### config.mk
export PLATFORM = sky130hd
export DESIGN_NAME = evc_bank
export DESIGN_NICKNAME = d
export VERILOG_FILES = /design/src/rtl/evc_pkg.sv /design/src/rtl/evc_gp_ctr.sv /design/src/rtl/evc_fix_ctr.sv /design/src/rtl/evc_status.sv /design/src/rtl/evc_bank.sv
export SDC_FILE = /design/constraint.sdc
export NUM_CORES = 2
export LEC_CHECK = 0
export ABC_AREA = 0
export BUFFER_PORTS_ARGS = -buffer_cell sky130_fd_sc_hd__buf_2
export CORE_ASPECT_RATIO = 1.75
export CORE_UTILIZATION = 45
export CTS_CLUSTER_SIZE = 20
export DETAILED_ROUTE_END_ITERATION = 10
export GPL_TIMING_DRIVEN = 0
export SYNTH_ARGS = -nofsm -noshare
export SYNTH_HDL_FRONTEND = slang
export SYNTH_SLANG_ARGS = --single-unit
### constraint.sdc
create_clock -name clk -period 4.05 [get_ports clk]
set_input_delay 1.0125 -clock clk [delete_from_list [all_inputs] [get_ports clk]]
set_output_delay 1.0125 -clock clk [all_outputs]
set_load 0.01 [all_outputs]
### src/rtl/evc_pkg.sv
package evc_pkg;
    localparam int REG_W    = 64;
    localparam int ADDR_W   = 8;
    localparam int SEL_W    = 32;
    localparam int THR_W    = 8;
    localparam int FIX_BASE = 32;

    localparam logic [ADDR_W-1:0] A_GP_CTR  = 8'h00;
    localparam logic [ADDR_W-1:0] A_GP_SEL  = 8'h10;
    localparam logic [ADDR_W-1:0] A_FIX_CTR = 8'h20;
    localparam logic [ADDR_W-1:0] A_FIX_CTL = 8'h30;
    localparam logic [ADDR_W-1:0] A_GBL_EN  = 8'h31;
    localparam logic [ADDR_W-1:0] A_STATUS  = 8'h32;
    localparam logic [ADDR_W-1:0] A_CLR     = 8'h33;

    localparam int SEL_USR     = 16;
    localparam int SEL_KRN     = 17;
    localparam int SEL_INT     = 20;
    localparam int SEL_EN      = 22;
    localparam int SEL_THR_LSB = 24;

    localparam int FIX_KRN = 0;
    localparam int FIX_USR = 1;
    localparam int FIX_INT = 3;
endpackage

### src/rtl/evc_gp_ctr.sv
module evc_gp_ctr
    import evc_pkg::*;
#(
    parameter int CTR_W   = 48,
    parameter int NUM_EVT = 8,
    parameter int NUM_W   = 4
) (
    input  logic                     clk,
    input  logic                     rst_n,
    input  logic                     sel_wr,
    input  logic [SEL_W-1:0]         wr_sel,
    input  logic                     cnt_wr,
    input  logic [CTR_W-1:0]         wr_cnt,
    input  logic                     gbl_en,
    input  logic                     priv_user,
    input  logic [NUM_EVT-1:0]       evt_pulse,
    input  logic [NUM_EVT*NUM_W-1:0] evt_num,
    output logic [CTR_W-1:0]         cnt,
    output logic [SEL_W-1:0]         sel,
    output logic                     ovf,
    output logic                     irq_en
);
    localparam int IDX_W = (NUM_EVT > 1) ? $clog2(NUM_EVT) : 1;

    typedef struct packed {
        logic [CTR_W-1:0] cnt;
        logic [SEL_W-1:0] sel;
    } gp_state_t;

    gp_state_t s_d, s_q;
    logic [IDX_W-1:0] idx;
    logic [NUM_W-1:0] num;
    logic [THR_W-1:0] thr;
    logic             code_ok, priv_ok, hit, inc;

    always_comb begin
        idx     = s_q.sel[IDX_W-1:0];
        code_ok = (32'(s_q.sel[15:0]) < NUM_EVT);
        num     = evt_num[idx*NUM_W +: NUM_W];
        thr     = s_q.sel[SEL_THR_LSB +: THR_W];
        priv_ok = priv_user ? s_q.sel[SEL_USR] : s_q.sel[SEL_KRN];
        hit     = (thr == '0) ? evt_pulse[idx] : (32'(num) >= 32'(thr));
        inc     = code_ok && s_q.sel[SEL_EN] && gbl_en && priv_ok && hit;

        s_d = s_q;
        if (sel_wr) s_d.sel = wr_sel;
        if (cnt_wr) s_d.cnt = wr_cnt;
        else if (inc) s_d.cnt = s_q.cnt + {{(CTR_W-1){1'b0}}, 1'b1};
    end

    always_ff @(posedge clk) begin
        if (!rst_n) s_q <= '0;
        else        s_q <= s_d;
    end

    assign cnt    = s_q.cnt;
    assign sel    = s_q.sel;
    assign ovf    = inc && !cnt_wr && (&s_q.cnt);
    assign irq_en = s_q.sel[SEL_INT];
endmodule

### src/rtl/evc_fix_ctr.sv
module evc_fix_ctr #(
    parameter int CTR_W = 48
) (
    input  logic             clk,
    input  logic             rst_n,
    input  logic             krn_en,
    input  logic             usr_en,
    input  logic             gbl_en,
    input  logic             priv_user,
    input  logic             evt,
    input  logic             cnt_wr,
    input  logic [CTR_W-1:0] wr_cnt,
    output logic [CTR_W-1:0] cnt,
    output logic             ovf
);
    typedef struct packed {
        logic [CTR_W-1:0] cnt;
    } fix_state_t;

    fix_state_t s_d, s_q;
    logic       inc;

    always_comb begin
        inc = evt && gbl_en && (priv_user ? usr_en : krn_en);
        s_d = s_q;
        if (cnt_wr) s_d.cnt = wr_cnt;
        else if (inc) s_d.cnt = s_q.cnt + {{(CTR_W-1){1'b0}}, 1'b1};
    end

    always_ff @(posedge clk) begin
        if (!rst_n) s_q <= '0;
        else        s_q <= s_d;
    end

    assign cnt = s_q.cnt;
    assign ovf = inc && !cnt_wr && (&s_q.cnt);
endmodule

### src/rtl/evc_status.sv
module evc_status
    import evc_pkg::*;
#(
    parameter int NUM_GP  = 4,
    parameter int NUM_FIX = 3
) (
    input  logic               clk,
    input  logic               rst_n,
    input  logic [NUM_GP-1:0]  ovf_gp,
    input  logic [NUM_FIX-1:0] ovf_fix,
    input  logic [NUM_GP-1:0]  ie_gp,
    input  logic [NUM_FIX-1:0] ie_fix,
    input  logic [NUM_GP-1:0]  clr_gp,
    input  logic [NUM_FIX-1:0] clr_fix,
    output logic [REG_W-1:0]   status,
    output logic               irq
);
    typedef struct packed {
        logic [NUM_GP-1:0]  gp;
        logic [NUM_FIX-1:0] fix;
    } st_state_t;

    st_state_t s_d, s_q;

    always_comb begin
        s_d.gp  = (s_q.gp  & ~clr_gp)  | ovf_gp;
        s_d.fix = (s_q.fix & ~clr_fix) | ovf_fix;
    end

    always_ff @(posedge clk) begin
        if (!rst_n) s_q <= '0;
        else        s_q <= s_d;
    end

    always_comb begin
        status = '0;
        status[NUM_GP-1:0]          = s_q.gp;
        status[FIX_BASE +: NUM_FIX] = s_q.fix;
    end

    assign irq = (|(s_q.gp & ie_gp)) | (|(s_q.fix & ie_fix));
endmodule

### src/rtl/evc_bank.sv
module evc_bank
    import evc_pkg::*;
#(
    parameter int NUM_GP  = 4,
    parameter int NUM_FIX = 3,
    parameter int CTR_W   = 48,
    parameter int NUM_EVT = 8,
    parameter int NUM_W   = 4
) (
    input  logic                     clk,
    input  logic                     rst_n,
    input  logic                     wr_en,
    input  logic [7:0]               wr_addr,
    input  logic [63:0]              wr_data,
    input  logic [7:0]               rd_addr,
    output logic [63:0]              rd_data,
    input  logic                     priv_user,
    input  logic [NUM_EVT-1:0]       evt_pulse,
    input  logic [NUM_EVT*NUM_W-1:0] evt_num,
    input  logic [NUM_FIX-1:0]       fix_evt,
    output logic [63:0]              ovf_status,
    output logic                     irq
);
    localparam int CTL_W = 4 * NUM_FIX;

    typedef struct packed {
        logic [CTL_W-1:0]   fix_ctl;
        logic [NUM_GP-1:0]  gbl_gp;
        logic [NUM_FIX-1:0] gbl_fix;
    } top_state_t;

    top_state_t s_d, s_q;
    logic [NUM_GP-1:0][CTR_W-1:0]  gp_cnt;
    logic [NUM_GP-1:0][SEL_W-1:0]  gp_sel;
    logic [NUM_FIX-1:0][CTR_W-1:0] fix_cnt;
    logic [NUM_GP-1:0]  ovf_gp, ie_gp, gp_cnt_wr, gp_sel_wr;
    logic [NUM_FIX-1:0] ovf_fix, ie_fix, fix_cnt_wr;
    logic [NUM_GP-1:0]  gbl_gp_q;
    logic               clr_wr;
    logic               unused_wr_bits;

    assign unused_wr_bits = ^wr_data;
    assign clr_wr         = wr_en && (wr_addr == A_CLR);
    assign gbl_gp_q       = s_q.gbl_gp;

    always_comb begin
        s_d = s_q;
        if (wr_en && wr_addr == A_FIX_CTL) s_d.fix_ctl = wr_data[CTL_W-1:0];
        if (wr_en && wr_addr == A_GBL_EN) begin
            s_d.gbl_gp  = wr_data[NUM_GP-1:0];
            s_d.gbl_fix = wr_data[FIX_BASE +: NUM_FIX];
        end
    end

    always_ff @(posedge clk) begin
        if (!rst_n) s_q <= '0;
        else        s_q <= s_d;
    end

    for (genvar i = 0; i < NUM_GP; i++) begin : g_gp
        assign gp_cnt_wr[i] = wr_en && (wr_addr == A_GP_CTR + 8'(i));
        assign gp_sel_wr[i] = wr_en && (wr_addr == A_GP_SEL + 8'(i));
        evc_gp_ctr #(.CTR_W(CTR_W), .NUM_EVT(NUM_EVT), .NUM_W(NUM_W)) u_ctr (
            .clk       (clk),
            .rst_n     (rst_n),
            .sel_wr    (gp_sel_wr[i]),
            .wr_sel    (wr_data[SEL_W-1:0]),
            .cnt_wr    (gp_cnt_wr[i]),
            .wr_cnt    (wr_data[CTR_W-1:0]),
            .gbl_en    (s_q.gbl_gp[i]),
            .priv_user (priv_user),
            .evt_pulse (evt_pulse),
            .evt_num   (evt_num),
            .cnt       (gp_cnt[i]),
            .sel       (gp_sel[i]),
            .ovf       (ovf_gp[i]),
            .irq_en    (ie_gp[i])
        );
    end

    for (genvar j = 0; j < NUM_FIX; j++) begin : g_fix
        assign fix_cnt_wr[j] = wr_en && (wr_addr == A_FIX_CTR + 8'(j));
        assign ie_fix[j]     = s_q.fix_ctl[4*j + FIX_INT];
        evc_fix_ctr #(.CTR_W(CTR_W)) u_ctr (
            .clk       (clk),
            .rst_n     (rst_n),
            .krn_en    (s_q.fix_ctl[4*j + FIX_KRN]),
            .usr_en    (s_q.fix_ctl[4*j + FIX_USR]),
            .gbl_en    (s_q.gbl_fix[j]),
            .priv_user (priv_user),
            .evt       (fix_evt[j]),
            .cnt_wr    (fix_cnt_wr[j]),
            .wr_cnt    (wr_data[CTR_W-1:0]),
            .cnt       (fix_cnt[j]),
            .ovf       (ovf_fix[j])
        );
    end

    evc_status #(.NUM_GP(NUM_GP), .NUM_FIX(NUM_FIX)) u_status (
        .clk     (clk),
        .rst_n   (rst_n),
        .ovf_gp  (ovf_gp),
        .ovf_fix (ovf_fix),
        .ie_gp   (ie_gp),
        .ie_fix  (ie_fix),
        .clr_gp  (clr_wr ? wr_data[NUM_GP-1:0] : '0),
        .clr_fix (clr_wr ? wr_data[FIX_BASE +: NUM_FIX] : '0),
        .status  (ovf_status),
        .irq     (irq)
    );

    always_comb begin
        rd_data = '0;
        for (int i = 0; i < NUM_GP; i++) begin
            if (rd_addr == A_GP_CTR + 8'(i)) rd_data = 64'(gp_cnt[i]);
            if (rd_addr == A_GP_SEL + 8'(i)) rd_data = 64'(gp_sel[i]);
        end
        for (int j = 0; j < NUM_FIX; j++) begin
            if (rd_addr == A_FIX_CTR + 8'(j)) rd_data = 64'(fix_cnt[j]);
        end
        if (rd_addr == A_FIX_CTL) rd_data = 64'(s_q.fix_ctl);
        if (rd_addr == A_GBL_EN) begin
            rd_data[NUM_GP-1:0]          = s_q.gbl_gp;
            rd_data[FIX_BASE +: NUM_FIX] = s_q.gbl_fix;
        end
        if (rd_addr == A_STATUS) rd_data = ovf_status;
    end
endmodule

# Yosys cells after proc, flatten, opt, wreduce, memory -nomap -nowiden
# Index checks and enable logic that the tools add are counted.
dict set report word_totals {
  wordCells 203
  ff_bits 490
}
dict set report classes {
  add_sub_neg 7
  bitwise 9
  n_eq_ne 26
  muxes 50
  n_shift 4
  order_cmp 12
  n_reduce_logical 79
}
# op n
set op_table {}
lappend op_table {{$mux 64} 12}
lappend op_table {{$mux 48} 15}
lappend op_table {{$add 48x1->48 const B} 7}
lappend op_table {{$reduce_and 48->1} 7}
lappend op_table {{$shiftx 32x6->4} 4}
lappend op_table {{$eq 8x6->1 const B} 12}
lappend op_table {{$eq 8x5->1 const B} 8}
lappend op_table {{$lt 16x4->1 const B} 4}
lappend op_table {{$logic_and 1x1->1} 50}
lappend op_table {{$logic_not 8->1} 6}
lappend op_table {{$eq 8x2->1 const B} 4}
lappend op_table {{$ge 4x8->1} 4}
lappend op_table {{$eq 8x1->1 const B} 2}
lappend op_table {{$lt 3x4->1 const B} 4}
lappend op_table {{$mux 1} 15}
lappend op_table {{$reduce_bool 2->1} 7}
lappend op_table {{$bmux 1 s3} 4}
lappend op_table {{$and 4x4->4} 2}
lappend op_table {{$mux 4} 2}
lappend op_table {{$logic_not 1->1} 7}
lappend op_table {{$and 3x3->3} 2}
lappend op_table {{$mux 3} 2}
lappend op_table {{$not 4->4} 1}
lappend op_table {{$or 4x4->4} 1}
lappend op_table {{other kinds (5)} 5}

# Longest topological paths before layout
dict set report depth {
  word_depth 15
  mapped_depth 13
  mapped_depth_nobuf 10
}

# Cells and area by module
# From an unflattened synthesis, not the netlist that was laid out.
dict set report unflattened {
  cells_unflattened 4042
  area_unflattened_um2 32773.9
}
# mod seq_area_each_um2 area_per_inst_um2 instances cells_per_inst
set modules_own_cells {}
lappend modules_own_cells {evc_gp_ctr 1601.5 4489.3 4 511}
lappend modules_own_cells {evc_fix_ctr 960.9 2682.6 3 328}
lappend modules_own_cells {evc_bank 380.4 6070.8 1 931}
lappend modules_own_cells {evc_status 140.1 698.2 1 83}

# Worst setup path after synthesis
# No wires, ideal clock.
dict set report synth_path {
  path_type {input port to output port}
  startpoint {input port rd_addr[3]}
  endpoint {output port rd_data[30]}
  slack_ns 0.032
  stages 8
  arrival_time_ns 3.006
  cell_sequence {or2_1 clkbuf_1 nor3_1 nand2_1 o21ai_1 a221oi_1 a221o_1 a21oi_1}
}
dict set report synth_via {
  elab_chain_len 14
  word_cells_on_any_way 26
}
# item line_no
set synth_lines {}
lappend synth_lines {{start: declaration} evc_bank.sv:15} ;# input logic [7:0] rd_addr,
lappend synth_lines {{$logic_not 8->1} evc_bank.sv:115} ;# if (rd_addr == A_GP_CTR + 8'(i)) rd_data = 64'(gp_cnt[i]);
lappend synth_lines {{$mux 48} evc_bank.sv:115}
lappend synth_lines {{$mux 64} evc_bank.sv:116} ;# if (rd_addr == A_GP_SEL + 8'(i)) rd_data = 64'(gp_sel[i]);
lappend synth_lines {{$mux 64} evc_bank.sv:115}
lappend synth_lines {{$mux 64} evc_bank.sv:116}
lappend synth_lines {{$mux 64} evc_bank.sv:115}
lappend synth_lines {{$mux 64} evc_bank.sv:116}
lappend synth_lines {{$mux 64} evc_bank.sv:115}
lappend synth_lines {{$mux 64} evc_bank.sv:116}
lappend synth_lines {{$mux 64 (3 in series)} evc_bank.sv:119} ;# if (rd_addr == A_FIX_CTR + 8'(j)) rd_data = 64'(fix_cnt[j]);
lappend synth_lines {{$mux 64} evc_bank.sv:121} ;# if (rd_addr == A_FIX_CTL) rd_data = 64'(s_q.fix_ctl);
lappend synth_lines {{$mux 64 *} evc_bank.sv:126} ;# if (rd_addr == A_STATUS) rd_data = ovf_status;
lappend synth_lines {{end: declaration} evc_bank.sv:16} ;# output logic [63:0] rd_data,
# Mark *: on every way between the ends. The rest lies on a longest branch, timed or not.

# Final worst setup path
dict set report layout_path {
  startpoint {input port rd_addr[1]}
  endpoint {output port rd_data[3]}
}
dict set report layout_via {
  elab_chain_len 15
  word_cells_on_any_way 28
}
# item line_no
set layout_lines {}
lappend layout_lines {{$logic_not 8->1} evc_bank.sv:115}
lappend layout_lines {{$mux 48} evc_bank.sv:115}
lappend layout_lines {{$mux 64} evc_bank.sv:116}
lappend layout_lines {{$mux 64} evc_bank.sv:115}
lappend layout_lines {{$mux 64} evc_bank.sv:116}
lappend layout_lines {{$mux 64} evc_bank.sv:115}
lappend layout_lines {{$mux 64} evc_bank.sv:116}
lappend layout_lines {{$mux 64} evc_bank.sv:115}
lappend layout_lines {{$mux 64} evc_bank.sv:116}
lappend layout_lines {{$mux 64 (3 in series)} evc_bank.sv:119}
lappend layout_lines {{$mux 64} evc_bank.sv:121}
lappend layout_lines {{$mux 4} evc_bank.sv:122} ;# if (rd_addr == A_GBL_EN) begin
lappend layout_lines {{$mux 64 *} evc_bank.sv:126}
# Marked as above.

==> results.md <==
* Antenna Nets Post-Route at 0
* Path depth of the worst reg2reg path at 12
* YS warnings at 0
* Final hold violation count at 0
* Hold depth at 2
* Clock Tree Root: clkbuf_16
* FP Rows at 124
* Max-cap violations at 8
* Layout area overhead at 24.18%
* Hold WC Path Type: reg2reg
* CP max stage cell: or4_4
* Nets@finish at 4405
* RSZ-0062 raised after global routing: true
* FF-to-FF setup slack at 80 ps
* PortBufs at 160
* Vias at 36.25k
* Setup Crit Path Kind: in2out
* CP cell instances: buf_12 -> clkbuf_16 -> or4_4 -> nor2_2 -> clkbuf_8 -> buf_4 -> o21ai_0 -> o211ai_1 -> buf_2
* FF+latch area at 9809 sq um
* Endpoint type of the worst setup path: primary output
* Standby leakage power at 0.01226 uW
* Global-route wire length before repair at 262.0 mm
* Seq cells post-synth at 490
* GRT Total Usage at 56.12%
* Tightest Pin Transition at 1719 ps
* Final WL at 191.4 mm
* Worst slew margin at -14.61%
* CP Max Fanout at 10
* Initial antenna violation count at 28
* Die width at 196.6 um
* Power Density at 304.4 nW/um^2
* Reg clk slew, reported paths at 70 ps
* TritonCTS clock tree: yes
* Number of H-tree levels at 2
* Final Slew Violations at 87
* HPWL after DPL at 141.8 mm
* FFs w/ async S/R, synth at 0%
* Main flop type after synthesis: dfxtp_1
* Max Freq at 220.9 MHz
* Slowest cell delay on critical path at 490 ps
* Hold WS at 460.2 ps
* Tot Pwr at 11270 uW
* Core area at 65470 sq um
* Worst VDD drop at 339.3 uV
* Initial core utilization at 45.56%
* DRT iter0 DRCs at 5464
* DR WL/cell at 36.77 um
* Gate Count Post-Synth at 3874
* CP arrival at 3510 ps
* CP startpoint kind: primary input
* Post-synth design cell area at 29830 sq um
* Fin Setup TNS at -11920 ps
* Share of layout cells above drive strength 1 at 19.84%
* Yosys top cell by area: dfxtp_1
* Final min period at 4527 ps
* Failing checks: max-capacitance violations, max-slew violations, negative setup slack
* Grt total ovfl at 0
* Synth top area share at 32.89%
* EDFF count, synth at 0
* Fillers at 6456
* Final worst slack at -477.2 ps
* I/O pins at 256
* Drt via density at 6.963
* Status: complete, but fails checks
* Part of the Yosys area used for sequential elements at 32.89%
* Top cells by area, synth: dfxtp_1 (33%), a21oi_1 (7.2%), nand2_1 (6.4%), o21ai_0 (6.0%), xnor2_1 (5.9%)
* Clk_skew at 34.96 ps
* Drt drc at 0
* Clk_lat worst skew at 710 ps
* Die area at 67360 sq um
* Die height at 342.6 um
* Number of global-route vias before repair at 32.80k
* TritonCTS buffer count at 48
* Routability congestion estimate at 1.241
* Clock buffer depth at 3
* Mean post-synth cell area at 7.699 sq um
* Setup violators final at 48
* CTS Sinks at 490
* Largest net degree at the start of global routing at 15
* Dpl ws at -2346 ps
* DR pass1 iterations at 9
* Tcrit/Tclk final at 111.8%
* Synth unique cells at 72
* Multi-input logic area at 20020 sq um
* Worst path required time at 3040 ps
-- power by group --
group,total [uW],internal (uW),switching [uW]
clock network,5180,2880,2300
logic,1240,349,892
registers,4860,4830,28.8
-- logic make-up after synthesis --
kind of cell               synth area share (%)
and+or+nand+nor                           23.02
AOI/OAI and AO/OA                         21.44
DFF                                       32.89
buffers and inverters                     6.288
xor gates and xnor gates                  9.191
muxes                                     6.192
adders and majority gates                0.9648
other                                   0.01257
-- cells in the final DEF (no fill, tap or decap), types with 55 or more instances in the layout --
master / synthesis / final
dfxtp_1: 490 / 490
nand2_1: 505 / 487
a21oi_1: 427 / 393
o21ai_0: 356 / 312
nor2_1: 233 / 211
xnor2_1: 201 / 201
clkbuf_1: 275 / 189
nand3_1: 172 / 168
buf_2: 5 / 159
buf_4: 73 / 152
xor2_1: 112 / 112
nor3_1: 113 / 98
nand4_1: 86 / 86
conb_1: 1 / 73
nor4_1: 65 / 63
and3_1: 59 / 58
a211oi_1: 64 / 55
-- path summary, 6_finish.rpt --
check | startpoint | to
worst min-delay path | g_gp[2].u_ctr.sel[18]$_SDFFE_PN0P_ | g_gp[2].u_ctr.sel[18]$_SDFFE_PN0P_
worst max register to register | g_gp[1].u_ctr.sel[0]$_SDFFE_PN0P_ | g_gp[1].u_ctr.cnt[16]$_SDFFE_PN0P_
worst max-delay path | rd_addr[1] | rd_data[3]
worst min register to register | g_gp[2].u_ctr.sel[18]$_SDFFE_PN0P_ | g_gp[2].u_ctr.sel[18]$_SDFFE_PN0P_
-- Yosys cell counts (all sizes together), types with 39 or more instances --
master	count
and3	59
dfxtp	490
mux4	48
clkbuf	275
nor4	77
a22oi	57
nand2	505
and4	40
xor2	112
nand3	172
inv	48
buf	98
o21ai	370
nor3	115
a21oi	427
mux2i	54
a211oi	65
nand4	86
xnor2	201
nor2	234
o22ai	39
-- layout make-up --
class	count	area share [%]
clock buffers	63	3.665
well taps	882	2.979
diodes	30	0.2027
inverters	48	0.4966
plain buffers	365	5.982
multi-input cells	3035	54.06
flip-flops and latches	490	26.48
repair buffers	267	5.175
clock inverters	26	0.9560
-- worst max-delay path: cells and delay by family --
| family | cells | cell delay [ps] |
|---|---|---|
| buffers and inverters | 5 | 1130 |
| and+or+nand+nor | 2 | 810 |
| AOI/OAI and AO/OA | 2 | 510 |
-- repair_timing --
item                                    CTS  global route
resized for setup                       464           169
hold buffers                              0             0
buffers inserted                         53            53
pin swaps                                76            64
endpoints found under the setup margin  201           136
gates cloned                              0             1
-- registers in the layout (all words and copies together), names as in the netlist --
signal and flops:
g_fix.u_ctr.cnt 144, g_gp.u_ctr.cnt 192, g_gp.u_ctr.sel 128, gbl_gp_q 4, ie_fix 3, s_q 12
u_status.status 7
-- stage by stage --
| stage | cell area (sq um) | utilization, % | std cells |
|---|---|---|---|
| 2_1_floorplan | 30100 | - | 3946 |
| 5_1_grt | 36970 | 56.47 | 5179 |
| 3_5_place_dp | 32030 | 48.92 | 4988 |
| 4_1_cts | 35960 | 54.92 | 5125 |
| 3_3_place_gp | 32000 | 48.88 | 4988 |
| 6_report | 37040 | 56.57 | 5206 |
-- routing by layer --
layer / up-vias / track usage [%] / share of wire [%]
li1: 14685 / - / -
met1: 17027 / 58.56 / 32
met2: 3252 / 82.71 / 42
met3: 1272 / 21.93 / 12
met4: 14 / 60.21 / 14
met5: - / 1.496 / 0.068
Note: power is estimated with default switching activity, not from simulation.
